===== src/rtl/cbl_pkg.sv =====
// Shared definitions for the configuration burst loader.
// Assumes: one byte per memory read, 32-bit register words.
package cbl_pkg;
    localparam logic [7:0] MARKER_BYTE = 8'hA5;
    localparam int BYTE_W    = 8;
    localparam int WORD_BYTES = 4;
    localparam int WORD_W    = BYTE_W * WORD_BYTES;
    localparam int DWA_W     = 8;            // word address field in header
    localparam int CNT_W     = 8;            // word count field in header
    localparam int RADDR_W   = DWA_W + 2;    // register byte address

    typedef enum logic [2:0] {
        P_IDLE, P_MARK, P_NBUR, P_HDRH, P_HDRL, P_DATA, P_WRITE, P_DONE
    } pstate_t;
endpackage


===== src/rtl/cbl_fetch.sv =====
// Byte fetcher: keeps the memory byte pointer and issues one read request at a time.
// Before each request it compares the pointer with the limit chosen by the size strap
// and pulses ovf_o instead of reading when the pointer is past it.
// Assumes: the memory answers each request with exactly one mem_vld_i cycle.
module cbl_fetch #(
    parameter int MEM_AW       = 16,
    parameter int SEL_W        = 3,
    parameter int CAP_LOG2_MIN = 7
) (
    input  logic              clk,
    input  logic              rst_n,
    input  logic              restart_i,
    input  logic              want_i,
    input  logic [SEL_W-1:0]  size_sel_i,
    output logic              mem_req_o,
    output logic [MEM_AW-1:0] mem_addr_o,
    input  logic              mem_vld_i,
    input  logic [7:0]        mem_data_i,
    output logic              rdy_o,
    output logic [7:0]        byte_o,
    output logic              ovf_o
);
    localparam int LG_W  = 8;
    localparam int PTR_W = MEM_AW + 1;

    logic [PTR_W-1:0] ptr_q;
    logic [PTR_W-1:0] limit;
    logic [LG_W-1:0]  lg;
    logic             pend_q;

    // Derive the last readable byte address from the size strap.
    always_comb begin
        lg = LG_W'(CAP_LOG2_MIN) + LG_W'(size_sel_i);
        if (lg >= LG_W'(MEM_AW))
            limit = {1'b0, {MEM_AW{1'b1}}};
        else
            limit = (PTR_W'(1) << lg) - PTR_W'(1);
    end

    // Issue requests, capture returned bytes and flag limit overruns.
    always_ff @(posedge clk) begin
        if (!rst_n) begin
            ptr_q  <= '0;
            pend_q <= 1'b0;
            rdy_o  <= 1'b0;
            ovf_o  <= 1'b0;
            byte_o <= '0;
        end else begin
            rdy_o <= 1'b0;
            ovf_o <= 1'b0;
            if (restart_i) begin
                ptr_q  <= '0;
                pend_q <= 1'b0;
            end else if (pend_q) begin
                if (mem_vld_i) begin
                    byte_o <= mem_data_i;
                    rdy_o  <= 1'b1;
                    ptr_q  <= ptr_q + PTR_W'(1);
                    pend_q <= 1'b0;
                end
            end else if (want_i && !rdy_o && !ovf_o) begin
                if (ptr_q > limit)
                    ovf_o <= 1'b1;
                else
                    pend_q <= 1'b1;
            end
        end
    end

    assign mem_req_o  = pend_q;
    assign mem_addr_o = ptr_q[MEM_AW-1:0];
endmodule


===== src/rtl/cbl_parser.sv =====
// Burst list parser: checks the marker, reads the burst count, decodes headers,
// assembles words most significant byte first and presents one write at a time.
// Assumes: rdy_i pulses for one cycle per byte; wr_ack_i pulses when a write is taken.
module cbl_parser
    import cbl_pkg::*;
(
    input  logic               clk,
    input  logic               rst_n,
    input  logic               start_i,
    input  logic               rdy_i,
    input  logic [BYTE_W-1:0]  byte_i,
    input  logic               ovf_i,
    output logic               want_o,
    output logic               wr_req_o,
    output logic [RADDR_W-1:0] wr_addr_o,
    output logic [WORD_W-1:0]  wr_data_o,
    input  logic               wr_ack_i,
    output logic               busy_o,
    output logic               done_o,
    output logic               ovf_o
);
    pstate_t            state_q;
    logic [7:0]         nb_left_q;
    logic [CNT_W-1:0]   dw_left_q;
    logic [DWA_W-1:0]   dw_addr_q;
    logic [WORD_W-1:0]  word_q;
    logic [1:0]         bidx_q;

    // Request bytes in every state that consumes one.
    always_comb begin
        unique case (state_q)
            P_MARK, P_NBUR, P_HDRH, P_HDRL, P_DATA: want_o = 1'b1;
            default:                                want_o = 1'b0;
        endcase
    end

    assign wr_req_o  = (state_q == P_WRITE);
    assign wr_addr_o = {dw_addr_q, 2'b00};
    assign wr_data_o = word_q;

    // Sequence through marker, count, headers, data and writes.
    always_ff @(posedge clk) begin
        if (!rst_n) begin
            state_q   <= P_IDLE;
            nb_left_q <= '0;
            dw_left_q <= '0;
            dw_addr_q <= '0;
            word_q    <= '0;
            bidx_q    <= '0;
            busy_o    <= 1'b0;
            done_o    <= 1'b0;
            ovf_o     <= 1'b0;
        end else if (start_i) begin
            state_q <= P_MARK;
            busy_o  <= 1'b1;
            done_o  <= 1'b0;
            ovf_o   <= 1'b0;
        end else if (ovf_i && want_o) begin
            state_q <= P_DONE;
            ovf_o   <= 1'b1;
            busy_o  <= 1'b0;
            done_o  <= 1'b1;
        end else begin
            unique case (state_q)
                P_MARK: if (rdy_i) begin
                    if (byte_i == MARKER_BYTE) begin
                        state_q <= P_NBUR;
                    end else begin
                        state_q <= P_DONE;
                        busy_o  <= 1'b0;
                        done_o  <= 1'b1;
                    end
                end
                P_NBUR: if (rdy_i) begin
                    nb_left_q <= byte_i;
                    if (byte_i == '0) begin
                        state_q <= P_DONE;
                        busy_o  <= 1'b0;
                        done_o  <= 1'b1;
                    end else begin
                        state_q <= P_HDRH;
                    end
                end
                P_HDRH: if (rdy_i) begin
                    dw_addr_q <= byte_i;
                    state_q   <= P_HDRL;
                end
                P_HDRL: if (rdy_i) begin
                    dw_left_q <= byte_i;
                    bidx_q    <= '0;
                    if (byte_i != '0) begin
                        state_q <= P_DATA;
                    end else if (nb_left_q > 8'd1) begin
                        nb_left_q <= nb_left_q - 8'd1;
                        state_q   <= P_HDRH;
                    end else begin
                        state_q <= P_DONE;
                        busy_o  <= 1'b0;
                        done_o  <= 1'b1;
                    end
                end
                P_DATA: if (rdy_i) begin
                    word_q <= {word_q[WORD_W-BYTE_W-1:0], byte_i};
                    bidx_q <= bidx_q + 2'd1;
                    if (bidx_q == 2'd3)
                        state_q <= P_WRITE;
                end
                P_WRITE: if (wr_ack_i) begin
                    dw_addr_q <= dw_addr_q + DWA_W'(1);
                    if (dw_left_q > CNT_W'(1)) begin
                        dw_left_q <= dw_left_q - CNT_W'(1);
                        state_q   <= P_DATA;
                    end else if (nb_left_q > 8'd1) begin
                        nb_left_q <= nb_left_q - 8'd1;
                        state_q   <= P_HDRH;
                    end else begin
                        state_q <= P_DONE;
                        busy_o  <= 1'b0;
                        done_o  <= 1'b1;
                    end
                end
                default: ;
            endcase
        end
    end
endmodule


===== src/rtl/cbl_wgate.sv =====
// Write gate: passes a pending write to the register bus only while every
// busy line is low; the parser holds the write until it is accepted.
// Assumes: busy lines are synchronous to clk.
module cbl_wgate #(
    parameter int NBUSY = 2
) (
    input  logic             wr_req_i,
    input  logic [NBUSY-1:0] busy_i,
    output logic             wr_en_o,
    output logic             wr_ack_o
);
    // Grant the write when no interface reports busy.
    always_comb begin
        wr_en_o  = wr_req_i && (busy_i == '0);
        wr_ack_o = wr_en_o;
    end
endmodule


===== src/rtl/cfg_burst_loader.sv =====
// Top level of the configuration burst loader: byte fetcher, burst list parser
// and busy-gated write stage.
// Assumes: start_i is a single-cycle pulse; memory answers every request.
module cfg_burst_loader
    import cbl_pkg::*;
#(
    parameter int MEM_AW       = 16,
    parameter int SEL_W        = 3,
    parameter int CAP_LOG2_MIN = 7
) (
    input  logic               clk,
    input  logic               rst_n,
    input  logic               start_i,
    input  logic [SEL_W-1:0]   size_sel_i,
    output logic               mem_req_o,
    output logic [MEM_AW-1:0]  mem_addr_o,
    input  logic               mem_vld_i,
    input  logic [7:0]         mem_data_i,
    input  logic               csr_busy_i,
    input  logic               mgmt_busy_i,
    output logic               wr_en_o,
    output logic [9:0]         wr_addr_o,
    output logic [31:0]        wr_data_o,
    output logic               busy_o,
    output logic               done_o,
    output logic               ovf_o
);
    logic              want, rdy, fovf, wr_req, wr_ack;
    logic [BYTE_W-1:0] byte_v;

    cbl_fetch #(
        .MEM_AW(MEM_AW), .SEL_W(SEL_W), .CAP_LOG2_MIN(CAP_LOG2_MIN)
    ) u_fetch (
        .clk(clk), .rst_n(rst_n), .restart_i(start_i), .want_i(want),
        .size_sel_i(size_sel_i), .mem_req_o(mem_req_o), .mem_addr_o(mem_addr_o),
        .mem_vld_i(mem_vld_i), .mem_data_i(mem_data_i),
        .rdy_o(rdy), .byte_o(byte_v), .ovf_o(fovf)
    );

    cbl_parser u_parser (
        .clk(clk), .rst_n(rst_n), .start_i(start_i), .rdy_i(rdy), .byte_i(byte_v),
        .ovf_i(fovf), .want_o(want), .wr_req_o(wr_req), .wr_addr_o(wr_addr_o),
        .wr_data_o(wr_data_o), .wr_ack_i(wr_ack), .busy_o(busy_o),
        .done_o(done_o), .ovf_o(ovf_o)
    );

    cbl_wgate #(.NBUSY(2)) u_wgate (
        .wr_req_i(wr_req), .busy_i({csr_busy_i, mgmt_busy_i}),
        .wr_en_o(wr_en_o), .wr_ack_o(wr_ack)
    );
endmodule


===== config.mk =====
export PLATFORM = sky130hd
export DESIGN_NAME = cfg_burst_loader
export DESIGN_NICKNAME = d
export VERILOG_FILES = /design/src/rtl/cbl_pkg.sv /design/src/rtl/cbl_fetch.sv /design/src/rtl/cbl_parser.sv /design/src/rtl/cbl_wgate.sv /design/src/rtl/cfg_burst_loader.sv
export SDC_FILE = /design/constraint.sdc
export NUM_CORES = 1
export LEC_CHECK = 0
export BUFFER_PORTS_ARGS = -buffer_cell sky130_fd_sc_hd__clkbuf_2
export CAP_MARGIN = 20
export CORE_ASPECT_RATIO = 2
export CORE_UTILIZATION = 26
export CTS_CLUSTER_SIZE = 20
export DETAILED_ROUTE_END_ITERATION = 12
export SLEW_MARGIN = 20
export SYNTH_ARGS = -nofsm -noshare
export SYNTH_HDL_FRONTEND = slang
export SYNTH_SLANG_ARGS = --single-unit

===== constraint.sdc =====
create_clock -name clk -period 3 [get_ports clk]
set_input_delay 0.3 -clock clk [delete_from_list [all_inputs] [get_ports clk]]
set_output_delay 0.3 -clock clk [all_outputs]
set_load 0.02 [all_outputs]

; ---- Yosys cells after proc, flatten, opt, wreduce, memory -nomap -nowiden
; Index checks and enable logic that the tools add are counted.
[classes]
magnitude_cmp = 4
reduce_logical = 32
multipliers = 0
n_div = 0
n_eq_ne = 38
add_sub_neg = 7
mux = 61
bitwise_logic = 5
shifts = 1
[op_table]
columns = operator, count
row1 = two-way mux 8 bit, 9
row2 = two-way mux 3 bit, 13
row3 = case mux 8 bit (2 select lines), 2
row4 = two-way mux 1 bit, 29
row5 = != test 4 x 3 -> 1 bit (second input constant), 7
row6 = case mux 8 bit (3 select lines), 1
row7 = AND reduction 8 bit, 3
row8 = != test 3 x 2 -> 1 bit (second input constant), 7
row9 = case mux 3 bit (6 select lines), 1
row10 = AND reduction 9 bit, 2
row11 = adder 17 x 1 -> 17 bit (second input constant), 1
row12 = greater-than comparator 17 bit, 1
row13 = two-way mux 17 bit, 1
row14 = << shifter 1 x 8 -> 17 bit (first input constant), 1
row15 = subtractor 17 x 2 -> 17 bit (second input constant), 1
row16 = greater-than comparator 8 x 1 -> 1 bit (second input constant), 2
row17 = != test 2 bit (second input constant), 8
row18 = nonzero test 8 bit, 2
row19 = subtractor 8 x 1 -> 8 bit (second input constant), 2
row20 = AND reduction 5 bit, 2
row21 = == test 3 bit (second input constant), 3
row22 = adder 8 x 1 -> 8 bit (second input constant), 1
row23 = == test 8 bit (second input constant), 1
row24 = greater-or-equal comparator 8 x 5 -> 1 bit (second input constant), 1
row25 = other kinds (30), 47
[totals]
rom_bits = 0
ram_bits = 0
input_bits = 17
mem_count = 0
latch_bits = 0
word_cells = 163
out_inout_bits = 63
reg_bits = 92

; ---- Longest topological paths before layout
; Gate-level depths: netlist (run 1).
[depth]
depth_word = 8
ltp_mapped = 11
ltp_nobuf = 11

; ---- By module
; A second synthesis (run 1) with hierarchy kept.
[hier_totals]
hier_cells = 670
area_unflattened_um2 = 5117.4
[by_module_without_submodules]
columns = module, cells_each, seq_area_each_um2, instances, area_per_inst_um2
row1 = cbl_parser, 461, 1281.2, 1, 3362.0
row2 = cbl_fetch, 207, 560.5, 1, 1735.4
row3 = cbl_wgate, 2, 0.0, 1, 20.0

; ---- Worst setup path before layout (run 1)
; OpenSTA, ideal clock, no wires.
[synth_path]
kind = register -> register
start = register u_parser.nb_left_q[3]
end = register u_parser.nb_left_q[3]
arrival_ps = 1976
required_ps = 2874
period_less_slack_ps = 2102
setup_slack_ps = 898
n_path_buf = 2
setup_time_ps = 126
stages_incl_launch_ff = 8
cell_sequence = dfxtp_1 -> or4_4 -> or4_1 -> buf_2 -> o211ai_4 -> or2_1 -> buf_4 -> o22ai_1
[synth_between]
elab_chain_len = 5
elab_cells_between_ends = 8
classes_between = 1 x add/sub / 1 x order compare / 6 x mux
[synth_rtl]
columns = item, line
row1 = from (decl), cbl_parser.sv:23  ; logic [7:0] nb_left_q;
row2 = from (signal assigned), cbl_parser.sv:75  ; nb_left_q <= byte_i;
row3 = from (signal assigned), cbl_parser.sv:94  ; nb_left_q <= nb_left_q - 8'd1;
row4 = from (signal assigned), cbl_parser.sv:114  ; nb_left_q <= nb_left_q - 8'd1;
row5 = subtractor 8 x 1 -> 8 bit or greater-than comparator 8 x 1 -> 1 bit (tied branches), n/a
row6 = two-way mux 8 bit *, "cbl_parser.sv:93, cbl_parser.sv:113"
row7 = two-way mux 8 bit (on tied branches), "cbl_parser.sv:110, cbl_parser.sv:91"
row8 = two-way mux 8 bit (on tied branches), "cbl_parser.sv:108, cbl_parser.sv:88"
row9 = case mux 8 bit (3 select lines) *, cbl_parser.sv:64  ; unique case (state_q)
; Mark *: on every way between the ends. The rest lies on a longest branch, timed or not. The select of a mux whose other input is x is not followed.
; A chain may end at the register's enable or synchronous reset.

; ---- Worst setup path after layout (run 1)
[layout_path]
start = register u_parser.state_q[2]
end = register u_parser.nb_left_q[3]
[layout_between]
elab_chain_len = 6
elab_cells_between_ends = 19
classes_between = 11 x eq/ne / 2 x mux / 1 x bitwise / 5 x reduce/logical
[layout_rtl]
columns = item, line
row1 = from (decl), cbl_parser.sv:22  ; pstate_t state_q;
row2 = from (signal assigned), cbl_parser.sv:44  ; state_q <= P_IDLE;
row3 = from (signal assigned), cbl_parser.sv:54  ; state_q <= P_MARK;
row4 = from (signal assigned), cbl_parser.sv:59  ; state_q <= P_DONE;
row5 = "== test 3 x 1 -> 1 bit, or another cell as far along", cbl_parser.sv:31  ; unique case (state_q)
row6 = OR reduction 5 bit, cbl_parser.sv:31
row7 = two-way mux 1 bit, cbl_parser.sv:31
row8 = logical AND 1 bit, cbl_parser.sv:58  ; end else if (ovf_i && want_o) begin
row9 = inverter 1 bit (no line), n/a
row10 = AND reduction 8 bit (no line), n/a
; Several ways; a longest one is shown, not always the timed one.

==> results of run 1 <==
[metal layers]
| layer | up-vias | part of all wire [%] | global-route usage (%) |
|---|---|---|---|
| met4 | 0 | 4.7 | 8.65 |
| met5 | - | 0 | 0 |
| met1 | 2306 | 37 | 14.9 |
| li1 | 2475 | - | - |
| met3 | 36 | 3.7 | 2.43 |
| met2 | 152 | 54 | 27.6 |
[final timing paths]
check | from | to | cells after the start
hold reg to reg | u_parser.wr_data_o[24]$_SDFFE_PN0P_ | u_parser.wr_data_o[24]$_SDFFE_PN0P_ | 2
setup reg to reg | u_parser.state_q[2]$_SDFFE_PP0P_ | u_parser.nb_left_q[3]$_SDFFE_PN0P_ | 5
hold / removal | mem_data_i[2] | u_fetch.byte_o[2]$_SDFFE_PN0P_ | 3
setup / recovery | u_parser.state_q[2]$_SDFFE_PP0P_ | u_parser.nb_left_q[3]$_SDFFE_PN0P_ | 5
[power breakdown]
| part | internal (mW) | total, mW | switching, mW |
|---|---|---|---|
| Combinational | 0.0483 | 0.130 | 0.0814 |
| Sequential | 1.22 | 1.23 | 0.00924 |
| Clock | 0.574 | 1.09 | 0.518 |
[synth_stat cells, drive strengths merged, types with 9 or more instances]
cell and instances:
nand2 143, dfxtp 92, nor2 53, a21boi 47
o21ai 37, clkbuf 34, buf 29, ha 23
a21oi 19, nand3 14, inv 13, nor3 13
nor2b 10, o211ai 10, xor2 10, o31ai 9
[flip-flops by register name (all words and copies together), names as in the netlist, 2 cells and up]
register,flops
u_parser.wr_data_o,32
u_parser.dw_left_q,8
u_parser.dw_addr_q,8
u_parser.nb_left_q,8
u_parser.bidx_q,2
u_fetch.ptr_q,17
u_fetch.byte_o,8
u_parser.state_q,3
[cell type report]
class / instances / area (um2)
Clock buffer: 9 / 225
Clock inverter: 7 / 57.6
Fill cell: 2155 / 13900
Inverter: 13 / 48.8
Multi-Input combinational cell: 522 / 3130
Sequential cell: 92 / 1840
Tap cell: 262 / 328
Timing Repair Buffer: 88 / 468
[kinds of logic after synthesis]
| kind of cell | count (synthesis) |
|---|---|
| buffers and inverters | 76 |
| adder cells (fa/ha/maj) | 24 |
| AND/OR/NAND/NOR | 293 |
| other | 2 |
| XOR/XNOR | 15 |
| AO/OA/AOI/OAI | 181 |
| multiplexers | 2 |
| flip-flops | 92 |
[per-stage QoR]
stage,hold slack [ps],worst slack (ps)
after CTS,176,522
after global placement,452,568
after detailed placement,460,552
after global routing,183,312
after floorplan,420,898
final,181,476
[tightest hold or removal path: stages]
cell and delay, ps:
clkbuf_2 80, nand2_1 40, a21boi_0 60
==> results.yml, run 1 <==
status:
  status: "complete, no violations"
cells_and_area:
  post-route-cell-area_um2: 6100
  fin_util_pct: 30.5
  layout-drive-gt1-share_pct: 16.6
  nets: 766
  layout.cells.non_filler: 993
  final_common_cell: "nand2_1"
  final_cell_mix: "nand2_1 (143), dfxtp_1 (92), clkbuf_2 (77)"
  n_antenna_cell: 0
  area_growth_pct: 14.7
grt:
  track_usage_pct: 14.8
  grt.overflow.total: 0
  grt_pass1_vias: 4492
  antenna_found_initial: 0
  grt_pass1_wl_um: 23700
  grt_max_degree: 61
sta:
  tightest_slew_ps: 954
  fin_tns_setup_ps: 0
  fmax_mhz: 396
  finalCritPeriodShare_pct: 84.1
  maxSlewHeadroom_pct: 36.1
  final_max_slew_viol_count: 0
  finalSetupViolations: 0
  rsz0062_at_grt: "no"
  hold_viol: 0
  fin_crit_ps: 2520
  fin_skew_ps: 11.0
yosys:
  synth_top_flop_cell: "dfxtp_1"
  ys_seq_area_share_pct: 34.6
  yosysTopAreaCellShare_pct: 34.6
  synthXorXnorAreaFrac_pct: 2.47
  synth_edf_count: 0
  synth_top_family_by_area: "simple AND/OR/NAND/NOR gates"
  yosysWarnings: 0
  synth_top_cell_by_area: "dfxtp_1"
  synth_simple_gate_area_share_pct: 25.4
  synth_compound_area_share_pct: 24.5
  synth_cells: 685
  synthAdderAreaFrac_pct: 5.60
  synth_area_um2: 5320
  muxShareOfSynthArea_pct: 0.376
  synth.area.top_cells: "dfxtp_1 (35%), nand2_1 (10%), a21boi_0 (6.1%)"
  syn_area_per_cell_um2: 7.77
  ys_ff_latch: 92
  synth.distinct_cells: 72
  synthArstFlopShare_pct: 0
place:
  hpwl_um: 11500
  portBuffers: 77
  gp_congestion: 0.886
  dp_cells: 977
  placed_cell_area_um2: 5820
worst_setup_path:
  crit_chain: "or3_1 -> a31oi_1 -> nand3_1 -> or2_1 -> o22ai_1"
  crit_path_max_fanout: 10
  crit_path_end_kind: "flop"
  start_kind: "flop"
  critPathMaxStageDelay_ps: 520
  path_buf_inv: 0
  worstSetupPathType: "reg -> reg"
  worstPathRequired_ps: 3270
  rrSetupSlack_ps: 480
  cp.arrival_ps: 2800
  slowest_stage: "a31oi_1"
  cp_top_family: "simple AND/OR/NAND/NOR gates"
clock_tree:
  cts.sinks: 92
  htreeDepth: 3
  clk_pin_slew_ps: 70
  insertion_delay_ps: 350
  postCtsSetupBuffers: 0
  cts_root_buf: "clkbuf_16"
  cts_tree: "done"
  ctsHoldBuffers: 0
  cts_buffer_depth: 2
  cts_made_buffers: 9
  cts-resized-gates: 0
floorplan:
  die_w_um: 103
  coreArea_um2: 20000
  ios: 80
  row_count: 73
  die_y_um: 204
  start_util_pct: 26.6
  die_area_um2: 21100
power_and_ir_drop:
  peakVddDrop_v: 0.000203
  p_per_area_nw_per_um2: 402
  power.total_mw: 2.46
  p_leak_nw: 2.36
detailed_routing:
  drc_errors: 0
  drtIter0Drc: 352
  wirelength_um: 15400
  dr_total_vias: 4969
  ant_nets: 0
  firstDrtPassIters: 5
  wl_per_cell_um: 15.5
  via_per_inst: 5.00
run:
  maxCapViolations: 0
worst_hold_path:
  hp-class: "in -> reg"
Power figures use the tool's default switching activity.
==> run 2, diff against run 1 <==
==> constraint.sdc (replaced) <==
create_clock -name clk -period 2.2 [get_ports clk]
set_input_delay 0.22 -clock clk [delete_from_list [all_inputs] [get_ports clk]]
set_output_delay 0.22 -clock clk [all_outputs]
set_load 0.02 [all_outputs]
==> run 2 against run 1 <==
Flip-flop and latch count unchanged. First-iteration DRC count decreased by 11%. Count of clock-buffer cells in the layout increased by 2. Routed wire length increased by 0.80%. Setup slack got worse by 340 ps. Cell count increased by 3.3%. Cell area increased by 4.6%. Core utilization increased by 1.4 points. Combinational power increased by 55%. Clock power increased by 40%. Total power increased by 39%. Hold slack got worse by 63 ps. Critical endpoint is now u_parser.nb_left_q[2]$_SDFFE_PN0P_.
==> results.yml, run 2 (same netlist as run 1, synthesis figures left out) <==
detailed_routing:
  wl_per_cell_um: 15.1
  drtIter0Drc: 313
  ant_nets: 0
  via_per_inst: 4.96
  firstDrtPassIters: 5
  drc_errors: 0
  dr_total_vias: 5086
  wirelength_um: 15500
cells_and_area:
  layout.cells.non_filler: 1026
  fin_util_pct: 31.9
  largest_reg_flops: 32
  final_common_cell: "nand2_1"
  fillCellCount: 2161
  nets: 799
  final_cell_mix: "nand2_1 (143), dfxtp_1 (91), clkbuf_2 (77)"
  layout-drive-gt1-share_pct: 20.5
  area_growth_pct: 20.0
  n_antenna_cell: 0
worst_setup_path:
  start_kind: "flop"
  crit_path_max_fanout: 9
  worstPathRequired_ps: 2420
  endpoint: "u_parser.nb_left_q[2]$_SDFFE_PN0P_"
  worstSetupPathType: "reg -> reg"
  r2r_end: "u_parser.nb_left_q[2]$_SDFFE_PN0P_"
  rr_startpoint: "u_parser.dw_left_q[7]$_SDFFE_PN0P_"
  path_depth: 7
  path_common_cell: "buf_4"
  crit_path_end_kind: "flop"
  path_buf_inv: 2
  cp.arrival_ps: 2280
  critical_path.startpoint: "u_parser.dw_left_q[7]$_SDFFE_PN0P_"
  cp_top_family: "compound AO/OA/AOI/OAI gates"
  critPathMaxStageDelay_ps: 570
  crit_chain: "or4_4 -> o31ai_1 -> buf_4 -> o211ai_4 -> buf_4 -> o311ai_0 -> o21ai_1"
  rrSetupSlack_ps: 130
  slowest_stage: "or4_4"
  reg2reg_depth: 7
floorplan:
  die_area_um2: 21100
  die_y_um: 204
  ios: 80
  start_util_pct: 26.6
  row_count: 73
  coreArea_um2: 20000
  die_w_um: 103
sta:
  fin_tns_setup_ps: 0
  fmax_mhz: 484
  final_max_slew_viol_count: 0
  finalSetupViolations: 0
  fin_crit_ps: 2070
  finalCritPeriodShare_pct: 94.0
  fin_skew_ps: 11.9
  rsz0062_at_grt: "no"
  hold_viol: 0
clock_tree:
  clk_pin_slew_ps: 70
  insertion_delay_ps: 350
  cts_root_buf: "clkbuf_16"
  cts_made_buffers: 9
  cts_buffer_depth: 2
  ctsHoldBuffers: 0
  cts-resized-gates: 0
  cts_tree: "done"
  postCtsSetupBuffers: 0
  htreeDepth: 3
  cts.sinks: 92
run:
  maxCapViolations: 0
grt:
  grt_pass1_vias: 4859
  antenna_found_initial: 0
  grt_pass1_wl_um: 24300
  grt.overflow.total: 0
  track_usage_pct: 14.9
  grt_max_degree: 33
power_and_ir_drop:
  peakVddDrop_v: 0.000330
  p_leak_nw: 2.54
  p_per_area_nw_per_um2: 534
place:
  dp_cells: 1010
  gp_congestion: 0.850
  hpwl_um: 11800
  portBuffers: 77
status:
  status: "complete, no violations"
worst_hold_path:
  hp-class: "in -> reg"
## run 2: worst min path at each step
stage,end,from,cells past startpoint
detailed placement,u_parser.wr_data_o[24]$_SDFFE_PN0P_,u_parser.wr_data_o[24]$_SDFFE_PN0P_,2
floorplan,u_fetch.mem_req_o$_SDFF_PP0_,mem_vld_i,1
global placement,u_parser.wr_data_o[24]$_SDFFE_PN0P_,u_parser.wr_data_o[24]$_SDFFE_PN0P_,2
global route,u_fetch.byte_o[2]$_SDFFE_PN0P_,mem_data_i[2],3
CTS,u_fetch.byte_o[0]$_SDFFE_PN0P_,mem_data_i[0],3
finish,u_fetch.byte_o[2]$_SDFFE_PN0P_,mem_data_i[2],3
## run 2: worst reg2reg max path: cells and delay by family (launching register included)
| kind | cells | cell delay (ps) |
|---|---|---|
| and+or+nand+nor | 1 | 570 |
| DFF | 1 | 310 |
| buffers and inverters | 2 | 340 |
| AOI/OAI and AO/OA | 4 | 730 |
## run 2: power by group
part	switching [mW]	leakage (nW)	internal (mW)
combinational	0.123	1.66	0.0793
clock	0.688	0.143	0.840
sequential	0.00650	0.742	1.67
total	0.817	2.54	2.59
## run 2: cell type report
type | instances | area (um2) | share of cell area, %
Multi-Input combinational cell | 522 | 3140 | 49.2
Clock buffer | 11 | 253 | 3.96
Inverter | 13 | 48.8 | 0.764
Clock inverter | 5 | 42.5 | 0.666
Tap cell | 262 | 328 | 5.14
Timing Repair Buffer | 121 | 728 | 11.4
Sequential cell | 92 | 1840 | 28.9
## run 2: metrics by stage
step / hold WS, ps / power, mW / cell area, um2 / setup slack, ps
after floorplan: 340 / 1.84 / 5340 / 98.1
after global placement: 451 / 1.91 / 6080 / 38.4
after detailed placement: 461 / 1.92 / 6080 / 29.3
after CTS: 111 / 3.45 / 6370 / 15.0
after global routing: 126 / 3.54 / 6380 / 16.9
final: 118 / 3.41 / 6380 / 133
## run 2: layer usage
| metal | part of all wire, % | GRT usage (%) | vias up |
|---|---|---|---|
| met1 | 39 | 15.3 | 2407 |
| met4 | 3.1 | 7.34 | 0 |
| met5 | 0 | 0 | - |
| met2 | 55 | 28.6 | 107 |
| met3 | 2.9 | 1.88 | 25 |
| li1 | - | - | 2547 |
==> run 3, diff against run 2 <==
--- a/config.mk
+++ b/config.mk
@@ -5,7 +5,7 @@
 export SDC_FILE = /design/constraint.sdc
 export NUM_CORES = 1
 export LEC_CHECK = 0
-export BUFFER_PORTS_ARGS = -buffer_cell sky130_fd_sc_hd__clkbuf_2
+export BUFFER_PORTS_ARGS = -buffer_cell sky130_fd_sc_hd__buf_2
 export CAP_MARGIN = 20
 export CORE_ASPECT_RATIO = 2
 export CORE_UTILIZATION = 26
==> run 3 against run 2 <==
Cell area about the same. Maximum frequency is 0.39% lower. Highest routed layer unchanged. Combinational power decreased by 2%. Hold slack better by 25 ps. Non-clock buffer count fell by 1. Clock skew decreased by 1.3 ps. Total power is 2.0% lower.
==> results.yml, run 3 (same netlist as run 1, synthesis figures left out) <==
sta:
  tightest_slew_ps: 664
  fin_tns_setup_ps: 0
  finalCritPeriodShare_pct: 94.3
  fin_skew_ps: 10.6
  finalSetupViolations: 0
  fmax_mhz: 482
  final_max_slew_viol_count: 0
  hold_viol: 0
  rsz0062_at_grt: "no"
  fin_crit_ps: 2080
  maxSlewHeadroom_pct: 55.3
  fin_ws_ps: 125
power_and_ir_drop:
  p_leak_nw: 2.57
  p_per_area_nw_per_um2: 523
  peakVddDrop_v: 0.000297
  power.total_mw: 3.34
clock_tree:
  cts_root_buf: "clkbuf_16"
  ctsHoldBuffers: 0
  cts.sinks: 92
  insertion_delay_ps: 350
  cts_buffer_depth: 2
  clk_pin_slew_ps: 70
  cts_tree: "done"
  cts_made_buffers: 9
  htreeDepth: 3
floorplan:
  die_area_um2: 21100
  die_w_um: 103
  die_y_um: 204
  coreArea_um2: 20000
  ios: 80
  row_count: 73
  start_util_pct: 26.6
worst_hold_path:
  hp-class: "in -> reg"
worst_setup_path:
  worstPathRequired_ps: 2440
  cp.arrival_ps: 2320
  crit_path_max_fanout: 5
  worstSetupPathType: "reg -> reg"
  start_kind: "flop"
  crit_path_end_kind: "flop"
cells_and_area:
  final_common_cell: "nand2_1"
  area_growth_pct: 20.0
  nets: 798
  n_antenna_cell: 0
  layout-drive-gt1-share_pct: 20.5
  largest_reg_flops: 32
  final_cell_mix: "nand2_1 (143), dfxtp_1 (92), buf_2 (77)"
  fillCellCount: 2190
grt:
  antenna_found_initial: 0
  grt_max_degree: 45
  track_usage_pct: 15.4
  grt_pass1_wl_um: 24800
  grt_pass1_vias: 4902
  top_usage_layer: "met2"
  use_met2_pct: 29.0
  grt.overflow.total: 0
  grtUsageMet3_pct: 2.36
  met1_usage_pct: 15.3
detailed_routing:
  wirelength_um: 15700
  dr_total_vias: 5075
  drc_errors: 0
  firstDrtPassIters: 4
  ant_nets: 0
  via_per_inst: 4.96
  drtIter0Drc: 265
  wl_per_cell_um: 15.3
place:
  gp_congestion: 0.844
  portBuffers: 77
  hpwl_um: 12000
  dp_slack_ps: 53.9
run:
  maxCapViolations: 0
status:
  status: "complete, no violations"
==> run 3: what timing repair did <==
item	CTS	global route
setup buffers	0	0
hold endpoints to repair	0	0
setup endpoints to repair	0	8
resized for setup	0	8
==> run 3: path summary, 6_finish.rpt <==
path                                          to  depth (start not counted)  slack (ps)                           startpoint
max                 u_parser.done_o$_SDFFE_PP0P_                          6         120       u_fetch.byte_o[4]$_SDFFE_PN0P_
min               u_fetch.byte_o[1]$_SDFFE_PN0P_                          3         140                        mem_data_i[1]
max reg2reg         u_parser.done_o$_SDFFE_PP0P_                          6         120       u_fetch.byte_o[4]$_SDFFE_PN0P_
min reg2reg  u_parser.wr_data_o[26]$_SDFFE_PN0P_                          2         460  u_parser.wr_data_o[26]$_SDFFE_PN0P_
==> run 3: layer usage <==
| metal | share of wire (%) | vias up |
|---|---|---|
| met4 | 4.7 | 0 |
| met1 | 38 | 2383 |
| met3 | 3.0 | 39 |
| li1 | - | 2550 |
| met2 | 54 | 103 |
| met5 | 0 | - |
==> run 3: final cells by class <==
cell class	instances	area [um2]	area share, %
tap	262	328	5.13
clock buffer	10	239	3.74
clock inverter	5	37.5	0.588
multi-input combinational	522	3160	49.4
timing repair buffer	120	733	11.5
sequential	92	1840	28.8
inverter	13	48.8	0.764
==> run 3: metrics by stage <==
stage | hold WS (ps) | util (%) | instances | cell area [um2]
after floorplan | 340 | - | 690 | 5340
after global placement | 448 | 30.4 | 1009 | 6080
after detailed placement | 453 | 30.4 | 1009 | 6080
after CTS | 129 | 31.8 | 1024 | 6360
after global routing | 145 | 31.9 | 1024 | 6380
final | 143 | 31.9 | 1024 | 6380
==> run 3: worst max-delay path, cell delays in order, from the launching register on <==
cell     delay (ps)
dfxtp_1         310
or4_1           580
buf_4           190
nor2_2          130
o22ai_1         130
a311o_1         360
o41ai_2         270
==> run 3: where the power goes <==
part           internal [mW]  switching [mW]  leakage, nW
combinational         0.0778           0.121         1.70
clock                  0.795           0.668        0.131
sequential              1.67         0.00711        0.741
total                   2.54           0.796         2.57
